<file path="src/rtl/bsadc_pkg.sv">
package bsadc_pkg;

   typedef enum logic [2:0] {
      ST_IDLE,
      ST_WAIT,
      ST_HIGH,
      ST_LOW,
      ST_DONE,
      ST_PDOWN
   } bsadc_state_e;

   // Selector codes: trailing pulse counts 1, 2, 3
   localparam logic [1:0] SEL_A128 = 2'b00;
   localparam logic [1:0] SEL_B32  = 2'b01;
   localparam logic [1:0] SEL_A64  = 2'b10;

   // Unused code folds onto the power-on default
   function automatic logic [1:0] sel_legal(input logic [1:0] s);
      return (s == 2'b11) ? SEL_A128 : s;
   endfunction

   function automatic logic [1:0] trail_pulses(input logic [1:0] s);
      logic [1:0] n;
      case (s)
         SEL_B32: n = 2'd2;
         SEL_A64: n = 2'd3;
         default: n = 2'd1;
      endcase
      return n;
   endfunction

endpackage

</file>
<file path="src/rtl/bsadc_sync.sv">
module bsadc_sync #(
   parameter int   STAGES  = 2,
   parameter logic RST_VAL = 1'b1
) (
   input  logic clk,
   input  logic rst_n,
   input  logic d,
   output logic q
);

   logic [STAGES-1:0] chain;

   generate
      if (STAGES == 1) begin : g_single
         always_ff @(posedge clk or negedge rst_n) begin
            if (!rst_n) chain <= {STAGES{RST_VAL}};
            else        chain <= d;
         end
      end else begin : g_multi
         always_ff @(posedge clk or negedge rst_n) begin
            if (!rst_n) chain <= {STAGES{RST_VAL}};
            else        chain <= {chain[STAGES-2:0], d};
         end
      end
   endgenerate

   assign q = chain[STAGES-1];

endmodule

</file>
<file path="src/rtl/bsadc_shifter.sv">
module bsadc_shifter #(
   parameter int DATA_BITS = 24,
   parameter int OUT_W     = 32
) (
   input  logic             clk,
   input  logic             rst_n,
   input  logic             shift_en,
   input  logic             bit_in,
   input  logic             load,
   output logic [OUT_W-1:0] word
);

   logic [DATA_BITS-1:0] sh;
   logic [OUT_W-1:0]     ext;

   always_ff @(posedge clk or negedge rst_n) begin
      if (!rst_n)        sh <= '0;
      else if (shift_en) sh <= {sh[DATA_BITS-2:0], bit_in};
   end

   generate
      if (OUT_W == DATA_BITS) begin : g_exact
         assign ext = sh;
      end else begin : g_extend
         assign ext = {{(OUT_W-DATA_BITS){sh[DATA_BITS-1]}}, sh};
      end
   endgenerate

   always_ff @(posedge clk or negedge rst_n) begin
      if (!rst_n)    word <= '0;
      else if (load) word <= ext;
   end

endmodule

</file>
<file path="src/rtl/bsadc_ready_wdog.sv">
module bsadc_ready_wdog #(
   parameter int unsigned LIMIT = 0
) (
   input  logic clk,
   input  logic rst_n,
   input  logic arm,
   output logic expired
);

   generate
      if (LIMIT == 0) begin : g_off
         logic unused_wdog;
         assign unused_wdog = ^{clk, rst_n, arm};
         assign expired     = 1'b0;
      end else begin : g_on
         localparam int CW = $clog2(LIMIT + 1);
         localparam logic [CW-1:0] LAST = CW'(LIMIT - 1);
         logic [CW-1:0] cnt;

         always_ff @(posedge clk or negedge rst_n) begin
            if (!rst_n)    cnt <= '0;
            else if (!arm) cnt <= '0;
            else           cnt <= cnt + 1'b1;
         end

         assign expired = arm && (cnt == LAST);
      end
   endgenerate

endmodule

</file>
<file path="src/rtl/bsadc_reader.sv">
module bsadc_reader
   import bsadc_pkg::*;
#(
   parameter int          DATA_BITS   = 24,
   parameter int          OUT_W       = 32,
   parameter int          HALF_CYC    = 100,
   parameter int          SAMPLE_DLY  = 50,
   parameter int          SYNC_STAGES = 2,
   parameter int          PD_HOLD_CYC = 7000,
   parameter int unsigned RDY_TIMEOUT = 25_000_000
) (
   input  logic             clk,
   input  logic             rst_n,
   input  logic             start_read,
   input  logic [1:0]       mode,
   input  logic             reset_req,
   input  logic             adc_dout,
   output logic             adc_sck,
   output logic             busy,
   output logic             data_valid,
   output logic [OUT_W-1:0] data,
   output logic             timeout_err,
   output logic [1:0]       cur_mode
);

   localparam int TICK_TOP = (PD_HOLD_CYC > HALF_CYC) ? PD_HOLD_CYC : HALF_CYC;
   localparam int TICK_W   = $clog2(TICK_TOP + 1);
   localparam int IDX_W    = $clog2(DATA_BITS + 4);

   localparam logic [TICK_W-1:0] HALF_LAST = TICK_W'(HALF_CYC - 1);
   localparam logic [TICK_W-1:0] PD_LAST   = TICK_W'(PD_HOLD_CYC - 1);
   localparam logic [TICK_W-1:0] SMP_TICK  = TICK_W'(SAMPLE_DLY);
   localparam logic [IDX_W-1:0]  DBITS_I   = IDX_W'(DATA_BITS);
   localparam logic [IDX_W-1:0]  DLAST_I   = IDX_W'(DATA_BITS - 1);

   // Elaboration-time parameter checks
   generate
      if (DATA_BITS < 2) begin : g_bad_bits
         $error("bsadc_reader: DATA_BITS must be at least 2");
      end
      if (OUT_W < DATA_BITS) begin : g_bad_outw
         $error("bsadc_reader: OUT_W must not be below DATA_BITS");
      end
      if (SYNC_STAGES < 1) begin : g_bad_sync
         $error("bsadc_reader: SYNC_STAGES must be at least 1");
      end
      if (SAMPLE_DLY < SYNC_STAGES || SAMPLE_DLY >= HALF_CYC) begin : g_bad_smp
         $error("bsadc_reader: SAMPLE_DLY must lie in [SYNC_STAGES, HALF_CYC-1]");
      end
      if (PD_HOLD_CYC <= HALF_CYC) begin : g_bad_pd
         $error("bsadc_reader: PD_HOLD_CYC must exceed HALF_CYC");
      end
   endgenerate

   bsadc_state_e      state, state_n;
   logic [TICK_W-1:0] tick, tick_n;
   logic [IDX_W-1:0]  idx, idx_n;
   logic [1:0]        sel_q, sel_n;
   logic [1:0]        mode_q, mode_n;
   logic              sck_q, tmo_q, tmo_n;
   logic              dout_s, tmo_hit, shift_en, load;
   logic [IDX_W-1:0]  total_last;

   bsadc_sync #(
      .STAGES  (SYNC_STAGES),
      .RST_VAL (1'b1)
   ) u_sync (
      .clk   (clk),
      .rst_n (rst_n),
      .d     (adc_dout),
      .q     (dout_s)
   );

   bsadc_ready_wdog #(
      .LIMIT (RDY_TIMEOUT)
   ) u_wdog (
      .clk     (clk),
      .rst_n   (rst_n),
      .arm     (state == ST_WAIT),
      .expired (tmo_hit)
   );

   bsadc_shifter #(
      .DATA_BITS (DATA_BITS),
      .OUT_W     (OUT_W)
   ) u_shift (
      .clk      (clk),
      .rst_n    (rst_n),
      .shift_en (shift_en),
      .bit_in   (dout_s),
      .load     (load),
      .word     (data)
   );

   // Index of the final pulse: data bits plus trailing selector pulses
   assign total_last = DLAST_I + {{(IDX_W-2){1'b0}}, trail_pulses(sel_q)};

   always_comb begin
      state_n  = state;
      tick_n   = tick + 1'b1;
      idx_n    = idx;
      sel_n    = sel_q;
      mode_n   = mode_q;
      tmo_n    = 1'b0;
      shift_en = 1'b0;
      load     = 1'b0;
      case (state)
         ST_IDLE: begin
            tick_n = '0;
            if (reset_req) begin
               state_n = ST_PDOWN;
            end else if (start_read) begin
               state_n = ST_WAIT;
               sel_n   = sel_legal(mode);
            end
         end
         ST_WAIT: begin
            tick_n = '0;
            if (!dout_s) begin
               state_n = ST_HIGH;
               idx_n   = '0;
            end else if (tmo_hit) begin
               state_n = ST_IDLE;
               tmo_n   = 1'b1;
            end
         end
         ST_HIGH: begin
            if (tick == SMP_TICK && idx < DBITS_I) shift_en = 1'b1;
            if (tick == HALF_LAST) begin
               state_n = ST_LOW;
               tick_n  = '0;
            end
         end
         ST_LOW: begin
            if (tick == HALF_LAST) begin
               tick_n = '0;
               if (idx == total_last) begin
                  state_n = ST_DONE;
                  load    = 1'b1;
                  mode_n  = sel_q;
               end else begin
                  state_n = ST_HIGH;
                  idx_n   = idx + 1'b1;
               end
            end
         end
         ST_DONE: begin
            state_n = ST_IDLE;
            tick_n  = '0;
         end
         ST_PDOWN: begin
            if (tick == PD_LAST) begin
               state_n = ST_IDLE;
               tick_n  = '0;
               mode_n  = SEL_A128;
            end
         end
         default: begin
            state_n = ST_IDLE;
            tick_n  = '0;
         end
      endcase
   end

   always_ff @(posedge clk or negedge rst_n) begin
      if (!rst_n) begin
         state  <= ST_IDLE;
         tick   <= '0;
         idx    <= '0;
         sel_q  <= SEL_A128;
         mode_q <= SEL_A128;
         sck_q  <= 1'b0;
         tmo_q  <= 1'b0;
      end else begin
         state  <= state_n;
         tick   <= tick_n;
         idx    <= idx_n;
         sel_q  <= sel_n;
         mode_q <= mode_n;
         sck_q  <= (state_n == ST_HIGH) || (state_n == ST_PDOWN);
         tmo_q  <= tmo_n;
      end
   end

   assign adc_sck     = sck_q;
   assign busy        = (state != ST_IDLE);
   assign data_valid  = (state == ST_DONE);
   assign timeout_err = tmo_q;
   assign cur_mode    = mode_q;

endmodule

</file>
<file path="config.mk">
export PLATFORM = sky130hd
export DESIGN_NAME = bsadc_reader
export DESIGN_NICKNAME = d
export VERILOG_FILES = /design/src/rtl/bsadc_pkg.sv /design/src/rtl/bsadc_sync.sv /design/src/rtl/bsadc_shifter.sv /design/src/rtl/bsadc_ready_wdog.sv /design/src/rtl/bsadc_reader.sv
export SDC_FILE = /design/constraint.sdc
export NUM_CORES = 1
export LEC_CHECK = 0
export BUFFER_PORTS_ARGS = -buffer_cell sky130_fd_sc_hd__buf_4
export CORE_ASPECT_RATIO = 0.9
export CORE_UTILIZATION = 30
export CTS_CLUSTER_DIAMETER = 200
export DETAILED_ROUTE_END_ITERATION = 6
export GPL_TIMING_DRIVEN = 0
export PLACE_DENSITY_LB_ADDON = 0.05
export REMOVE_ABC_BUFFERS = 1
export SYNTH_ARGS = -nofsm -noshare
export SYNTH_HDL_FRONTEND = slang
export SYNTH_HIERARCHICAL = 1
export SYNTH_SLANG_ARGS = --single-unit
</file>
<file path="constraint.sdc">
create_clock -name clk -period 2 [get_ports clk]
set_clock_uncertainty 0.05 [all_clocks]
set_input_delay 0.3 -clock clk [delete_from_list [all_inputs] [get_ports clk]]
set_output_delay 0.3 -clock clk [all_outputs]
set_load 0.01 [all_outputs]
</file>
==> summary.md <==
| Metric | Value |
|---|---|
| Status | `complete, but fails checks` |
| Failing checks | `setup timing` |
| Top cell family by delay on the critical path | `simple AND/OR/NAND/NOR gates` |
| Total grt overflow | `0` |
| TritonCTS Sinks | `between 100 and 150` |
| Simple-gate share of the synthesized area | `0.199` |
| Final instance area | `6440 sq um` |
| Max clock buf depth | `2` |
| Reg2Reg Launch Point | `idx[3]` |
| Most used flip-flop cell after synthesis | `dfrtp_1` |
| Final core area utilization | `0.393` |
| Die Ht | `roughly 130 um` |
| Ant diodes | `0` |
| CP Launch Type | `flop` |
| Vias | `approximately 3,300` |
| Most numerous cell in the Yosys netlist | `dfrtp_1` |
| Cell internal pwr | `around 3 mW` |
| Min-delay src | `mode[1]` |
| Xor-xnor portion of the synthesized cell area | `0.0445` |
| Fillers | `1,594` |
| Endpoint type of the worst setup path | `flop` |
| Worst Hold Class | `in -> reg` |
| Comb power frac | `0.020` |
| Fmax achieved | `roughly 490 MHz` |
| Largest net degree at the start of global routing | `between 100 and 150` |
| H-tree depth | `3` |
| Synth area leaders | `dfrtp_1 49%, mux2_4 12%, xor2_1 2.6%, mux2i_1 2.2%, nand2_1 1.9%` |
| EDFF count, synth | `0` |
| Vias in the first global route | `3,406` |
| Core area | `between 15,000 and 20,000 sq um` |
| First-pass DRT Iterations | `4` |
| Crit path arrival time | `~2200 ps` |
| Die X | `about 140 um` |
| Critical path depth in cells | `7` |
| Fin crit period | `between 2000 and 2500 ps` |
| Area after DPL | `roughly 5600 sq um` |
| Num ports | `45` |
| Complex-gate fraction of the synthesized area | `0.0404` |
| Die area | `between 15,000 and 20,000 sq um` |
| Antenna Nets Post-Route | `0` |
| Synth warnings | `6` |
| DP Wirelength | `around 6800 um` |
| Sw frac | `0.208` |
| Pleak | `a little over 3 nW` |
| Tot Pwr | `3.90 mW` |
| Largest family of logic cells by synthesized area | `simple AND/OR/NAND/NOR gates` |
| Clock Power Share | `0.447` |
| Post-synth top cells | `100 x dfrtp_1, 40 x mux2_4, 26 x nand2_1` |
| RSZ-0062 raised after global routing | `true` |
| WHS Endpoint | `sel_q[1]` |
| Post-synth top area share | `0.489` |
| Worst Slack Setup Final | `-58.6 ps` |
| Reg2reg path depth | `7` |
| Total Nets Final | `between 400 and 500` |
| Initial antenna violation count | `0` |
| CP max stage delay | `between 400 and 500 ps` |
| Reg2Reg Setup Slack | `-60 ps` |
| Reg clk slew, reported paths | `about 70 ps` |
| Hold Fails Final Rpt | `0` |
| Worst path cell trace | `nand2_2, nand3_2, or4_4, nor3_4, buf_6, buf_12, mux2_4` |
| Post-synth top area cell | `dfrtp_1` |
| GPL Wtd Cong | `between 0.7 and 0.8` |
| Maxcap violations | `0` |
| Slew margin rel. | `0.691` |
| Mux cell area share after synthesis | `0.157` |
| Sequential power share | `0.533` |
| PwrDens | `between 600 and 700 nW/um^2` |
| Avg Synthesized Cell Area | `between 10 and 15 sq um` |
| Psw | `a little over 0.8 mW` |
| Share of cells above drive strength 1 | `0.407` |
| Drt via density | `4.81` |
| Slew @ Worst Pin | `about 460 ps` |
| Register area share after synthesis | `0.500` |
| Critical path fanouts, max | `8` |
| Kind of critical path | `reg -> reg` |
| Mapped Area | `~5100 sq um` |
| Cells after Synth | `between 400 and 500` |
| Synthesized flop and latch total | `just over 100` |
| Starting Density | `0.312` |
| Fin. max-slew vios | `0` |
| Final period utilization | `1.03` |
| First-pass GRT wire length | `~18,000 um` |
| Reg2reg end | `u_shift/sh[19]` |
| Initial DRC count | `154` |
| Unique masters post-synth | `between 50 and 60` |
| Routed WL per cell | `~16 um` |
| CTS tree | `built` |
| CP max stage cell | `or4_4` |
| Critical Path RT | `between 2000 and 2500 ps` |
| DR DRC count | `0` |
| Share of flip-flops with an asynchronous set or reset | `1.00` |
| Clk Latency, worst-skew pair | `about 340 ps` |
| # setup viols final | `20` |
| # rows | `between 40 and 50` |
| Adder-cell share of the synthesized area | `0.00979` |
| Hold Path Cell Cnt | `3` |
| VDD IR max | `~370 uV` |
| Area Growth Syn to Fin | `26.0%` |
| Buf/Inv on CP | `2` |
| CTS buffer count | `9` |
| Root Driver | `clkbuf_16` |
| GRT Resource Usage Total | `0.133` |
| IO Port Bufs | `44` |
| Detailed Route WL | `around 11,000 um` |
[power groups by stage]
| stage | clock network [mW] | logic (mW) | registers [mW] |
|---|---|---|---|
| CTS | 1.85 | 0.0709 | 2.07 |
| floorplan | 0 | 0.0132 | 2.11 |
| global route | 1.93 | 0.0915 | 2.07 |
| detailed placement | 0 | 0.0703 | 2.11 |
| global placement | 0 | 0.0704 | 2.11 |
| finish | 1.74 | 0.0792 | 2.08 |
[per-stage QoR]
stage	cells	TNS [ps]	worst slack [ps]	hold WS (ps)
floorplan	387	-95330	-2230	-45.6
global placement	638	-201130	-3570	299
detailed placement	645	-33800	-866	300
CTS	681	-2440	-77.3	0.407
global route	691	-4660	-124	170
finish	691	-947	-58.6	185
[worst min-delay path, cell delays in order]
cell and delay, ps:
buf_4 110, nand2b_1 70, mux2i_1 60
[per-layer routing]
metal	share of wire	wire (um)	vias up	GRT usage
met5	0	0	-	0
met4	0.0082	88	0	0.0310
met3	0.037	393	6	0.0411
met2	0.43	4620	58	0.194
met1	0.52	5620	1679	0.192
li1	-	-	1584	-
[worst max path at each step]
stage | startpoint | endpoint | slack (ps)
final | idx[3] | u_shift/sh[19] | -60
after detailed placement | state[0] | state[0] | -870
after CTS | tick[10] | u_shift/word[23] | -80
after global placement | state[2] | u_shift/sh[23] | -3570
after global routing | idx[3] | u_shift/sh[18] | -120
after floorplan | state[2] | u_shift/sh[0] | -2230
[cell families (layout without fill, tap and decap cells)]
family	Yosys count	in the layout
XOR/XNOR	26	26
AND/OR/NAND/NOR	158	158
adder cells (fa/ha/maj)	4	4
buffers and inverters	36	108
AO/OA/AOI/OAI	27	27
multiplexers	59	59
flip-flops	102	102
[state kept, by name (all words and copies together) (netlist names)]
signal and cells:
u_wdog/g_on.cnt 25, timeout_err 1, u_shift/word 24, idx 5
sel_q 2, tick 13, adc_sck 1, u_shift/sh 24
state 3, cur_mode 2, u_sync/chain 2
[cells in the final DEF (no fill, tap or decap), drive strengths merged, types with 8 or more instances in the layout]
cell type,netlist,routed
dfrtp,100,100
buf,18,80
mux2,48,48
nand2,26,26
nor2,22,22
and2,15,15
xor2,15,15
nand3,14,14
nand4,14,14
inv,11,11
xnor2,11,11
mux2i,11,11
nand2b,11,11
clkbuf,7,11
nor4,10,10
nor3,8,8
and3,8,8
[layout make-up]
| class | count | area (sq um) | share of cell area |
|---|---|---|---|
| sequential | 102 | 2570 | 0.399 |
| multi-input combinational | 274 | 2520 | 0.391 |
| timing repair buffer | 82 | 757 | 0.118 |
| tap | 207 | 259 | 0.0402 |
| clock buffer | 11 | 243 | 0.0377 |
| clock inverter | 4 | 47.5 | 0.00738 |
| inverter | 11 | 41.3 | 0.00641 |
[what timing repair did]
| item | in CTS | in global routing |
|---|---|---|
| endpoints found under the hold margin | 0 | 14 |
| cloned | 1 | 0 |
| hold buffers | 0 | 2 |
| buffers inserted | 21 | 7 |
| setup endpoints to repair | 66 | 63 |
| gates resized for setup | 49 | 23 |
| pin swaps | 12 | 5 |
(Power assumes the default switching activity.)
